`src/rtl/ccu_pkg.sv`:
```
package ccu_pkg;
    localparam int TMR_W   = 16;
    localparam int N_CHAN  = 16;
    localparam int N_OUT   = 12;
    localparam int ADDR_W  = 6;
    localparam int PRE_W   = 10;

    localparam logic [ADDR_W-1:0] A_TA_CNT = 6'd16;
    localparam logic [ADDR_W-1:0] A_TA_REL = 6'd17;
    localparam logic [ADDR_W-1:0] A_TB_CNT = 6'd18;
    localparam logic [ADDR_W-1:0] A_TB_REL = 6'd19;
    localparam logic [ADDR_W-1:0] A_TA_CTL = 6'd20;
    localparam logic [ADDR_W-1:0] A_TB_CTL = 6'd21;
    localparam logic [ADDR_W-1:0] A_FLAGS  = 6'd24;
    localparam logic [ADDR_W-1:0] A_CFG0   = 6'd32;

    typedef enum logic [1:0] {
        SRC_PRESC  = 2'b00,
        SRC_EXTOVF = 2'b01,
        SRC_PIN    = 2'b10,
        SRC_NONE   = 2'b11
    } tick_src_e;

    typedef enum logic [1:0] {
        MD_OFF = 2'b00,
        MD_CAP = 2'b01,
        MD_CMP = 2'b10,
        MD_RSV = 2'b11
    } ch_mode_e;

    typedef struct packed {
        logic      run;
        tick_src_e src;
        logic [2:0] div;
    } tmr_ctl_t;

    typedef struct packed {
        logic [1:0] edg;
        logic       tsel;
        ch_mode_e   mode;
    } ch_cfg_t;

    function automatic logic presc_hit(input logic [PRE_W-1:0] cnt, input logic [2:0] div);
        logic [PRE_W-1:0] mask;
        mask = (PRE_W'(8) << div) - PRE_W'(1);
        return (cnt & mask) == '0;
    endfunction
endpackage

```
`src/rtl/ccu_sync.sv`:
```
module ccu_sync #(
    parameter int W = 1
) (
    input  logic         clk,
    input  logic         rst,
    input  logic [W-1:0] async_in,
    output logic [W-1:0] now_q,
    output logic [W-1:0] prev_q
);
    logic [W-1:0] meta_q;

    always_ff @(posedge clk) begin
        if (rst) begin
            meta_q <= '0;
            now_q  <= '0;
            prev_q <= '0;
        end else begin
            meta_q <= async_in;
            now_q  <= meta_q;
            prev_q <= now_q;
        end
    end
endmodule

```
`src/rtl/ccu_timebase.sv`:
```
module ccu_timebase
    import ccu_pkg::*;
#(
    parameter int TW      = 16,
    parameter int PW      = 10,
    parameter bit HAS_PIN = 1'b1
) (
    input  logic          clk,
    input  logic          rst,
    input  tmr_ctl_t      ctl,
    input  logic [PW-1:0] presc,
    input  logic          ext_ovf,
    input  logic          pin_rise,
    input  logic          wr_cnt,
    input  logic          wr_rel,
    input  logic [TW-1:0] wdata,
    output logic [TW-1:0] cnt,
    output logic [TW-1:0] rel,
    output logic          upd
);
    logic tick;

    always_comb begin
        unique case (ctl.src)
            SRC_PRESC:  tick = presc_hit(presc, ctl.div);
            SRC_EXTOVF: tick = ext_ovf;
            SRC_PIN:    tick = HAS_PIN ? pin_rise : 1'b0;
            default:    tick = 1'b0;
        endcase
        tick = tick & ctl.run;
    end

    always_ff @(posedge clk) begin
        if (rst) begin
            cnt <= '0;
            rel <= '0;
            upd <= 1'b0;
        end else begin
            upd <= 1'b0;
            if (wr_rel) rel <= wdata;
            if (wr_cnt) begin
                cnt <= wdata;
            end else if (tick) begin
                cnt <= (cnt == '1) ? rel : cnt + 1'b1;
                upd <= 1'b1;
            end
        end
    end
endmodule

```
`src/rtl/ccu_channel.sv`:
```
module ccu_channel
    import ccu_pkg::*;
#(
    parameter int TW      = 16,
    parameter bit HAS_OUT = 1'b1
) (
    input  logic          clk,
    input  logic          rst,
    input  ch_cfg_t       cfg,
    input  logic [TW-1:0] tm_a,
    input  logic [TW-1:0] tm_b,
    input  logic          upd_a,
    input  logic          upd_b,
    input  logic          pin_rise,
    input  logic          pin_fall,
    input  logic          wr_val,
    input  logic [TW-1:0] wdata,
    output logic [TW-1:0] val,
    output logic          cap_ev,
    output logic          cmp_ev
);
    logic [TW-1:0] tm_sel;
    logic          upd_sel;

    always_comb begin
        tm_sel  = cfg.tsel ? tm_b : tm_a;
        upd_sel = cfg.tsel ? upd_b : upd_a;
        cap_ev  = (cfg.mode == MD_CAP) &&
                  ((cfg.edg[0] && pin_rise) || (cfg.edg[1] && pin_fall));
        cmp_ev  = HAS_OUT && (cfg.mode == MD_CMP) && upd_sel && (tm_sel == val);
    end

    always_ff @(posedge clk) begin
        if (rst)          val <= '0;
        else if (cap_ev)  val <= tm_sel;
        else if (wr_val)  val <= wdata;
    end
endmodule

```
`src/rtl/ccu_dual_array.sv`:
```
module ccu_dual_array
    import ccu_pkg::*;
#(
    parameter int TW   = TMR_W,
    parameter int NCH  = N_CHAN,
    parameter int NOUT = N_OUT,
    parameter int AW   = ADDR_W,
    parameter int PW   = PRE_W
) (
    input  logic            clk,
    input  logic            rst,
    input  logic            bus_we,
    input  logic [AW-1:0]   bus_addr,
    input  logic [TW-1:0]   bus_wdata,
    output logic [TW-1:0]   bus_rdata,
    input  logic [NCH-1:0]  cc_pin_in,
    input  logic            ext_ovf,
    input  logic            cnt_pin,
    output logic [NOUT-1:0] cc_pin_out,
    output logic [NCH-1:0]  irq_flag
);
    localparam int CW = $bits(ch_cfg_t);
    localparam int KW = $bits(tmr_ctl_t);

    logic [PW-1:0]  presc_q;
    tmr_ctl_t       tctl [2];
    logic [TW-1:0]  tmr_cnt [2];
    logic [TW-1:0]  tmr_rel [2];
    logic [1:0]     tmr_upd;
    logic [1:0]     tmr_run;
    ch_cfg_t        ch_cfg [NCH];
    logic [TW-1:0]  ch_val [NCH];
    logic [NCH-1:0] cap_ev, cmp_ev;
    logic [NCH:0]   pin_now, pin_prev;
    logic [NCH:0]   pin_rise, pin_fall;
    logic           wr_flags;

    assign pin_rise = pin_now & ~pin_prev;
    assign pin_fall = ~pin_now & pin_prev;
    assign wr_flags = bus_we && (bus_addr == A_FLAGS);

    ccu_sync #(.W(NCH + 1)) u_sync (
        .clk(clk), .rst(rst), .async_in({cnt_pin, cc_pin_in}),
        .now_q(pin_now), .prev_q(pin_prev)
    );

    always_ff @(posedge clk) begin
        if (rst) presc_q <= '0;
        else     presc_q <= presc_q + 1'b1;
    end

    for (genvar t = 0; t < 2; t++) begin : g_tmr
        localparam logic [AW-1:0] CNT_A = AW'(A_TA_CNT + 2 * t);
        localparam logic [AW-1:0] CTL_A = AW'(A_TA_CTL + t);

        always_ff @(posedge clk) begin
            if (rst)                               tctl[t] <= '0;
            else if (bus_we && bus_addr == CTL_A)  tctl[t] <= tmr_ctl_t'(bus_wdata[KW-1:0]);
        end

        assign tmr_run[t] = tctl[t].run;

        ccu_timebase #(.TW(TW), .PW(PW), .HAS_PIN(t == 0)) u_tb (
            .clk(clk), .rst(rst), .ctl(tctl[t]), .presc(presc_q),
            .ext_ovf(ext_ovf), .pin_rise(pin_rise[NCH]),
            .wr_cnt(bus_we && bus_addr == CNT_A),
            .wr_rel(bus_we && bus_addr == CNT_A + 1'b1),
            .wdata(bus_wdata), .cnt(tmr_cnt[t]), .rel(tmr_rel[t]), .upd(tmr_upd[t])
        );
    end

    for (genvar i = 0; i < NCH; i++) begin : g_ch
        always_ff @(posedge clk) begin
            if (rst)                                        ch_cfg[i] <= '0;
            else if (bus_we && bus_addr == AW'(A_CFG0 + i)) ch_cfg[i] <= ch_cfg_t'(bus_wdata[CW-1:0]);
        end

        ccu_channel #(.TW(TW), .HAS_OUT(i < NOUT)) u_ch (
            .clk(clk), .rst(rst), .cfg(ch_cfg[i]),
            .tm_a(tmr_cnt[0]), .tm_b(tmr_cnt[1]),
            .upd_a(tmr_upd[0]), .upd_b(tmr_upd[1]),
            .pin_rise(pin_rise[i]), .pin_fall(pin_fall[i]),
            .wr_val(bus_we && bus_addr == AW'(i)), .wdata(bus_wdata),
            .val(ch_val[i]), .cap_ev(cap_ev[i]), .cmp_ev(cmp_ev[i])
        );

        if (i < NOUT) begin : g_out
            always_ff @(posedge clk) begin
                if (rst)            cc_pin_out[i] <= 1'b0;
                else if (cmp_ev[i]) cc_pin_out[i] <= ~cc_pin_out[i];
            end
        end
    end

    always_ff @(posedge clk) begin
        if (rst) irq_flag <= '0;
        else     irq_flag <= (irq_flag & ~(wr_flags ? bus_wdata[NCH-1:0] : '0)) | cap_ev | cmp_ev;
    end

    always_comb begin
        bus_rdata = '0;
        if (bus_addr < AW'(NCH)) begin
            bus_rdata = ch_val[bus_addr[$clog2(NCH)-1:0]];
        end else if (bus_addr >= A_CFG0 && bus_addr < AW'(A_CFG0 + NCH)) begin
            bus_rdata = TW'(ch_cfg[bus_addr[$clog2(NCH)-1:0]]);
        end else begin
            case (bus_addr)
                A_TA_CNT: bus_rdata = tmr_cnt[0];
                A_TA_REL: bus_rdata = tmr_rel[0];
                A_TB_CNT: bus_rdata = tmr_cnt[1];
                A_TB_REL: bus_rdata = tmr_rel[1];
                A_TA_CTL: bus_rdata = TW'(tctl[0]);
                A_TB_CTL: bus_rdata = TW'(tctl[1]);
                A_FLAGS:  bus_rdata = TW'(irq_flag);
                default:  bus_rdata = '0;
            endcase
        end
    end
endmodule

```
`config.mk`:
```
export PLATFORM = sky130hd
export DESIGN_NAME = ccu_dual_array
export DESIGN_NICKNAME = d
export VERILOG_FILES = /design/src/rtl/ccu_pkg.sv /design/src/rtl/ccu_sync.sv /design/src/rtl/ccu_timebase.sv /design/src/rtl/ccu_channel.sv /design/src/rtl/ccu_dual_array.sv
export SDC_FILE = /design/constraint.sdc
export NUM_CORES = 2
export LEC_CHECK = 0
export BUFFER_PORTS_ARGS = -buffer_cell sky130_fd_sc_hd__buf_2
export CORE_UTILIZATION = 30
export DETAILED_ROUTE_END_ITERATION = 10
export SYNTH_ARGS = -nofsm -noshare
export SYNTH_HDL_FRONTEND = slang
export SYNTH_SLANG_ARGS = --single-unit
```
`constraint.sdc`:
```
create_clock -name clk -period 3.4 [get_ports clk]
set_input_delay 0.51 -clock clk [delete_from_list [all_inputs] [get_ports clk]]
set_output_delay 0.51 -clock clk [all_outputs]
set_load 0.05 [all_outputs]
```
# [After elaboration in Yosys (flattened, before gate mapping)]
# Memories as Yosys holds them, arrays and structs flattened.
# Index checks and enable logic that the tools add are counted.
[totals] mem_bits_rw=92 in_bits=43 ff_bits=411 n_memories=2 out_inout_bits=44 wordCells=482
[mem_list] name="ch_cfg" depth=16 width=5 rd=17 rd_clocked_by_memory_dff=0 wr=16 line_no="ccu_dual_array.sv:31" source="ch_cfg_t ch_cfg [NCH];"
[mem_list] name="tctl" depth=2 width=6 rd=2 rd_clocked_by_memory_dff=0 wr=2 line_no="ccu_dual_array.sv:26" source="tmr_ctl_t tctl [2];"
[op_classes] mux=151 n_eq_ne=83 add_sub_neg=5 magnitude_cmp=4 n_shift=2 n_reduce_logical=153 bitwise=43
[op_table] cell="16-bit two-way mux" count=59
[op_table] cell="16-bit equality test" count=12
[op_table] cell="1-bit logical AND" count=112
[op_table] cell="16-bit case mux with 7 select lines" count=1
[op_table] cell="6-bit equality test (second input constant)" count=16
[op_table] cell="5-bit two-way mux" count=16
[op_table] cell="1-bit two-way mux" count=70
[op_table] cell="16-bit binary-select mux with 4-bit select" count=1
[op_table] cell="6-bit by 4-bit equality test with 1-bit output (second input constant)" count=8
[op_table] cell="6-bit by 5-bit equality test with 1-bit output (second input constant)" count=7
[op_table] cell="2-bit by 1-bit equality test with 1-bit output (second input constant)" count=18
[op_table] cell="2-bit nonzero test" count=18
[op_table] cell="16-bit by 1-bit adder with 16-bit output (second input constant)" count=2
[op_table] cell="16-bit AND" count=2
[op_table] cell="16-bit equality test (second input constant)" count=2
[op_table] cell="16-bit NOT" count=2
[op_table] cell="2-bit equality test (second input constant)" count=13
[op_table] cell="6-bit by 3-bit equality test with 1-bit output (second input constant)" count=4
[op_table] cell="10-bit AND" count=2
[op_table] cell="10-bit zero test" count=2
[op_table] cell="4-bit by 3-bit << shifter with 10-bit output (first input constant)" count=2
[op_table] cell="10-bit by 2-bit subtractor with 10-bit output (second input constant)" count=2
[op_table] cell="1-bit OR" count=18
[op_table] cell="17-bit AND" count=1
[op_table] cell="other kinds (20)" count=51

# [Logic depth before layout (Yosys ltp)]
# An unclocked memory read counts as a cell.
[logic_depth] ltp_word=9 mapped_depth=10

# [Cells and area by module]
# A second synthesis with hierarchy kept.
[hier_totals] cells_unflattened=3091 area_unflattened_um2=31637.8
[modules_own_cells] mod="ccu_channel (g_ch[0].u_ch ...)" cells_per_inst=115 n_inst=12 area_each_um2=1097.3
[modules_own_cells] mod="ccu_dual_array" cells_per_inst=725 n_inst=1 area_each_um2=8727.1
[modules_own_cells] mod="ccu_channel (g_ch[12].u_ch ...)" cells_per_inst=97 n_inst=4 area_each_um2=1096.1
[modules_own_cells] mod="ccu_timebase (g_tmr[1].u_tb)" cells_per_inst=249 n_inst=1 area_each_um2=2049.5
[modules_own_cells] mod="ccu_timebase (g_tmr[0].u_tb)" cells_per_inst=242 n_inst=1 area_each_um2=1944.4
[modules_own_cells] mod="ccu_sync" cells_per_inst=107 n_inst=1 area_each_um2=1365.1

# [Worst setup path before layout]
# No wires, ideal clock.
[synth_timing] path_kind="in2out" from="in bus_addr[0]" to="out bus_rdata[5]" path_stages=8 path_slack_ns=0.309 t_arrival_ns=2.581 t_required_ns=2.890 path_buffers=4 path_cell_list="buf_2 -> buf_4 -> buf_4 -> buf_2 -> mux4_2 -> mux4_2 -> nand2_1 -> nand4_1"
[synth_via] elab_chain_len=5
[synth_lines] element="start: declaration" line_no="ccu_dual_array.sv:13" source="input logic [AW-1:0] bus_addr,"
[synth_lines] element="4-bit NOT with 5-bit output (implied by the code)" line_no="ccu_dual_array.sv:103" source="bus_rdata = ch_val[bus_addr[$clog2(NCH)-1:0]];"
[synth_lines] element="16-bit binary-select mux with 4-bit select" line_no="ccu_dual_array.sv:103"
[synth_lines] element="16-bit two-way mux (implied by the code) (2 in a row)" line_no="ccu_dual_array.sv:103"
[synth_lines] element="16-bit two-way mux *" line_no="ccu_dual_array.sv:102" source="if (bus_addr < AW'(NCH)) begin"
[synth_lines] element="end: declaration" line_no="ccu_dual_array.sv:15" source="output logic [TW-1:0] bus_rdata,"
# Every way passes the cells marked *; elsewhere a longest branch is shown, timed or not. The select of a mux whose other input is x is not followed.

==> Implementation_results.wiki <==
{| class="wikitable"
! Metric !! Value
|-
| Endpoints failing hold || 0
|-
| Clock-pin slew on the worst setup and hold paths || 60 ps
|-
| Number of instances in the synthesized netlist || 3320
|-
| Pin count of the biggest net entering global routing || between 150 and 200
|-
| Most frequent cells in the layout || 411 x sky130_fd_sc_hd__dfxtp_1, 300 x sky130_fd_sc_hd__nor2_1, 271 x sky130_fd_sc_hd__mux2i_1
|-
| Type of element launching the critical path || flop
|-
| Max_cap viols || 0
|-
| Leading register cell type out of synthesis || sky130_fd_sc_hd__dfxtp_1
|-
| Data arrival at the endpoint of the critical path || approximately 2900 ps
|-
| Initial core utilization || 0.304
|-
| Launch point of the worst path || ch_cfg[4][0]$_SDFFCE_PN0P_
|-
| IO buf count || 86
|-
| Series of cell instances along the critical path || mux4_2 > mux4_2 > a22oi_2 > nand4_1 > buf_12
|-
| Areal power density over the cells || between 400 and 500 nW/um^2
|-
| WS Path Type || reg -> out
|-
| TritonCTS clock tree || built
|-
| Routed WL per cell || ~25 um
|-
| Number of buffers inserted during clock tree synthesis || 55
|-
| Post-route clock skew || 15.4 ps
|-
| Largest family of logic cells by synthesized area || multiplexers
|-
| Peak clock frequency supported by timing || roughly 300 MHz
|-
| Syn. warnings || 0
|-
| Detailed-route via count || between 20000 and 30000
|-
| Delay of the slowest critical-path stage || about 500 ps
|-
| EDFF count, synth || 92
|-
| Count of final max-slew check failures || 0
|-
| Number of global-route vias before repair || around 25000
|-
| Number of placement rows || roughly 120
|-
| Synthesized-area fraction occupied by ao, oa, aoi and oai cells || 0.112
|-
| Slowest cell on crit path || sky130_fd_sc_hd__mux4_2
|-
| Share of flip-flops with an asynchronous set or reset after synthesis || 0
|-
| Simple-gate share of the synthesized area || 0.185
|-
| Logic depth of the worst setup path including buffers || 5
|-
| Capture point of the worst path || bus_rdata[0]
|-
| Cell variety after synth || between 70 and 80
|-
| RD Place Congestion || 0.964
|-
| Layout Area Growth over Synthesis || 13.8%
|-
| Final WS setup || -24.2 ps
|-
| End of the worst register-to-register path || g_tmr[0].u_tb.cnt[11]$_SDFFE_PP0P_
|-
| Area of the die || between 100000 and 150000 um^2
|-
| Slew at the pin with the worst max-slew slack || ~1200 ps
|-
| Hold Path Class || in -> reg
|-
| Number of antenna violations at the first check in global routing || 1
|-
| Post-Synth XOR/XNOR Area || 0.0585
|-
| Mean cell area of the mapped netlist || roughly 9.4 um^2
|-
| Ratio of final minimum period to clock period || 1.01
|-
| Number of placed I/O pins || 87
|-
| Clock Sink Count || 503
|-
| Area after DPL || around 33000 um^2
|-
| Number of nets with antenna violations after detailed routing || 0
|-
| Combined global-route utilization of all metal layers || 0.221
|-
| Share of the synthesized area in the top cell type || 0.264
|-
| Kind of cell with the highest combined delay on the critical path || multiplexers
|-
| Area of all placed cells without fillers || 35400 um^2
|-
| Area share of fa/ha/maj cells after synthesis || 0.00161
|-
| Y dimension of the die || 324 um
|-
| Area used by sequential logic in the layout || 11000 um^2
|-
| Fill cells || ~10000
|-
| Vias/cell || ~5.6
|-
| Total of flip-flops plus latches after synthesis || 503
|-
| Area leader, netlist || sky130_fd_sc_hd__dfxtp_1
|-
| Cell chosen for the clock root || sky130_fd_sc_hd__clkbuf_16
|-
| Maximum buffer depth of the clock tree || 3
|-
| Critical path endpoint category || primary output
|-
| Critical R2R Launch || g_tmr[0].u_tb.cnt[13]$_SDFFE_PP0P_
|-
| Worst setup slack after placement || -71.4 ps
|-
| Skew-Pair Late Insertion Delay || roughly 640 ps
|-
| VDD IR max || 0.363 mV
|-
| Mapped cell area || just over 30000 um^2
|-
| Die extent in x || around 320 um
|-
| Main area contributors after synthesis || sky130_fd_sc_hd__dfxtp_1 26%, sky130_fd_sc_hd__edfxtp_1 8.9%, sky130_fd_sc_hd__mux2i_1 8.7%
|-
| Count of routing violations after the opening detailed-route iteration || 3304
|-
| Static Leak || about 13 nW
|-
| Final number of setup-violating endpoints || 1
|-
| Critical path peak fanout || 3
|-
| DRT Pass-1 Iters || 7
|-
| Setup repair after global routing missed its margin || yes
|-
| Global-route wire length before repair || around 170000 um
|-
| R2R cell count || 6
|-
| Placed Instances || 4623
|-
| Max-Slew Margin vs Limit || 0.199
|-
| Crit path required time || 2890 ps
|-
| Top cell by count, worst path || sky130_fd_sc_hd__mux4_2
|-
| Power consumption || roughly 15 mW
|-
| Buffer and inverter count on the worst path || 1
|-
| Non-Filler Instances || roughly 4700
|-
| Fin crit period || 3420 ps
|-
| Outcome || complete, but fails checks
|-
| Number of DRC violations after detailed routing || 0
|-
| Maximum level of the CTS H-tree || 2
|-
| Area of the placeable core || about 100000 um^2
|-
| Post-synthesis sequential area ratio || 0.353
|-
| Post-synth net total || around 3400
|-
| Leading cell type in the layout, fill and taps excluded || sky130_fd_sc_hd__dfxtp_1
|-
| Layout cell share with drive strength beyond 1 || 0.241
|-
| Final #Nets || 3364
|-
| WL final || 118000 um
|-
| Violations in the final reports || setup timing
|-
| Global route total overflow || 0
|-
| Slack of the worst reg-to-reg path || 560 ps
|-
| Area of the multi-input gates || between 15000 and 20000 um^2
|-
| Mux share of post-synthesis cell area || 0.239
|-
| Detailed Place HPWL || 85900 um
|}
-- logic make-up (layout without fill, tap and decap cells) --
logic type	count (synthesis)	count (layout)
AO/OA/AOI/OAI	553	553
XOR/XNOR	208	208
adder cells (fa/ha/maj)	4	4
buffers and inverters	339	383
flip-flops	503	503
multiplexers	586	586
other	0	1
AND/OR/NAND/NOR	1127	1127
-- metrics by stage --
| step | utilization | hold WS (ps) | setup TNS, ps |
|---|---|---|---|
| 6_report | 0.346 | 75.8 | -24.2 |
| 5_1_grt | 0.346 | 89.6 | -64.9 |
| 4_1_cts | 0.346 | 53.6 | -13.3 |
| 3_5_place_dp | 0.326 | 422 | -476 |
| 3_3_place_gp | 0.326 | 418 | -62.7 |
| 2_1_floorplan | - | 414 | 0 |
-- layout make-up --
cell class,instances,share of cell area
inverters,11,0.00117
flip-flops and latches,503,0.310
multi-input cells,2478,0.526
diodes,1,0.0000706
repair buffers,268,0.0588
clock inverters,20,0.00759
well taps,1368,0.0483
clock buffers,84,0.0480
-- sequential cells by signal, summed over array words and instances (netlist names) --
signal	count
g_tmr.u_tb.cnt	32
presc_q	10
g_tmr.u_tb.upd	2
cc_pin_out	12
u_sync.prev_q	17
tctl	12
u_sync.now_q	17
u_sync.meta_q	17
ch_cfg	80
g_tmr.u_tb.rel	32
irq_flag	16
g_ch.u_ch.val	256
-- where the power goes --
group | total [mW] | internal (mW) | switching, mW
clock network | 6.64 | 3.90 | 2.74
registers | 6.36 | 6.20 | 0.160
logic | 1.55 | 0.566 | 0.987
total | 14.6 | 10.7 | 3.88
-- routing by layer --
metal,global-route usage,vias to the layer above,wire (um)
met4,0.0999,2,5650
met3,0.0382,242,10900
met2,0.346,1432,52900
met1,0.296,13104,48900
li1,-,11857,-
met5,0,-,13
-- worst min path at each step --
stage                            startpoint                           end  slack, ps  cells after the start
6_report                       cc_pin_in[0]   u_sync.meta_q[0]$_SDFF_PP0_         80                      2
3_5_place_dp    u_sync.meta_q[4]$_SDFF_PP0_    u_sync.now_q[4]$_SDFF_PP0_        420                      1
4_1_cts                        cc_pin_in[0]   u_sync.meta_q[0]$_SDFF_PP0_         50                      2
2_1_floorplan   u_sync.meta_q[0]$_SDFF_PP0_    u_sync.now_q[0]$_SDFF_PP0_        410                      1
3_3_place_gp   u_sync.meta_q[13]$_SDFF_PP0_   u_sync.now_q[13]$_SDFF_PP0_        420                      1
5_1_grt                       cc_pin_in[14]  u_sync.meta_q[14]$_SDFF_PP0_         90                      2
-- cell usage after synthesis (8+ instances only) --
cell	instances
sky130_fd_sc_hd__a211oi_1	122
sky130_fd_sc_hd__a21o_1	9
sky130_fd_sc_hd__a21oi_1	255
sky130_fd_sc_hd__a222oi_1	13
sky130_fd_sc_hd__a22oi_1	27
sky130_fd_sc_hd__a311oi_1	17
sky130_fd_sc_hd__a31oi_1	20
sky130_fd_sc_hd__and2_1	102
sky130_fd_sc_hd__buf_1	11
sky130_fd_sc_hd__buf_2	51
sky130_fd_sc_hd__buf_4	30
sky130_fd_sc_hd__buf_6	14
sky130_fd_sc_hd__clkbuf_1	220
sky130_fd_sc_hd__dfxtp_1	411
sky130_fd_sc_hd__edfxtp_1	92
sky130_fd_sc_hd__inv_1	11
sky130_fd_sc_hd__mux2_2	204
sky130_fd_sc_hd__mux2i_1	271
sky130_fd_sc_hd__mux4_2	104
sky130_fd_sc_hd__nand2_1	266
sky130_fd_sc_hd__nand2b_1	11
sky130_fd_sc_hd__nand3_1	49
sky130_fd_sc_hd__nand3b_1	32
sky130_fd_sc_hd__nand4_1	14
sky130_fd_sc_hd__nor2_1	300
sky130_fd_sc_hd__nor2_2	8
sky130_fd_sc_hd__nor2b_1	112
sky130_fd_sc_hd__nor3_1	29
sky130_fd_sc_hd__nor4_1	42
sky130_fd_sc_hd__nor4b_1	13
sky130_fd_sc_hd__o21ai_0	40
sky130_fd_sc_hd__o31ai_1	8
sky130_fd_sc_hd__or2_2	89
sky130_fd_sc_hd__or3_1	13
sky130_fd_sc_hd__xnor2_1	195
sky130_fd_sc_hd__xor2_1	13
-- repair_timing --
action | CTS | global route
setup buffers | 5 | 0
gates resized for setup | 6 | 6
endpoints found under the setup margin | 14 | 14
hold endpoints to repair | 0 | 0
pin swaps | 3 | 0
hold buffers | 0 | 0
(Power assumes the default switching activity.)
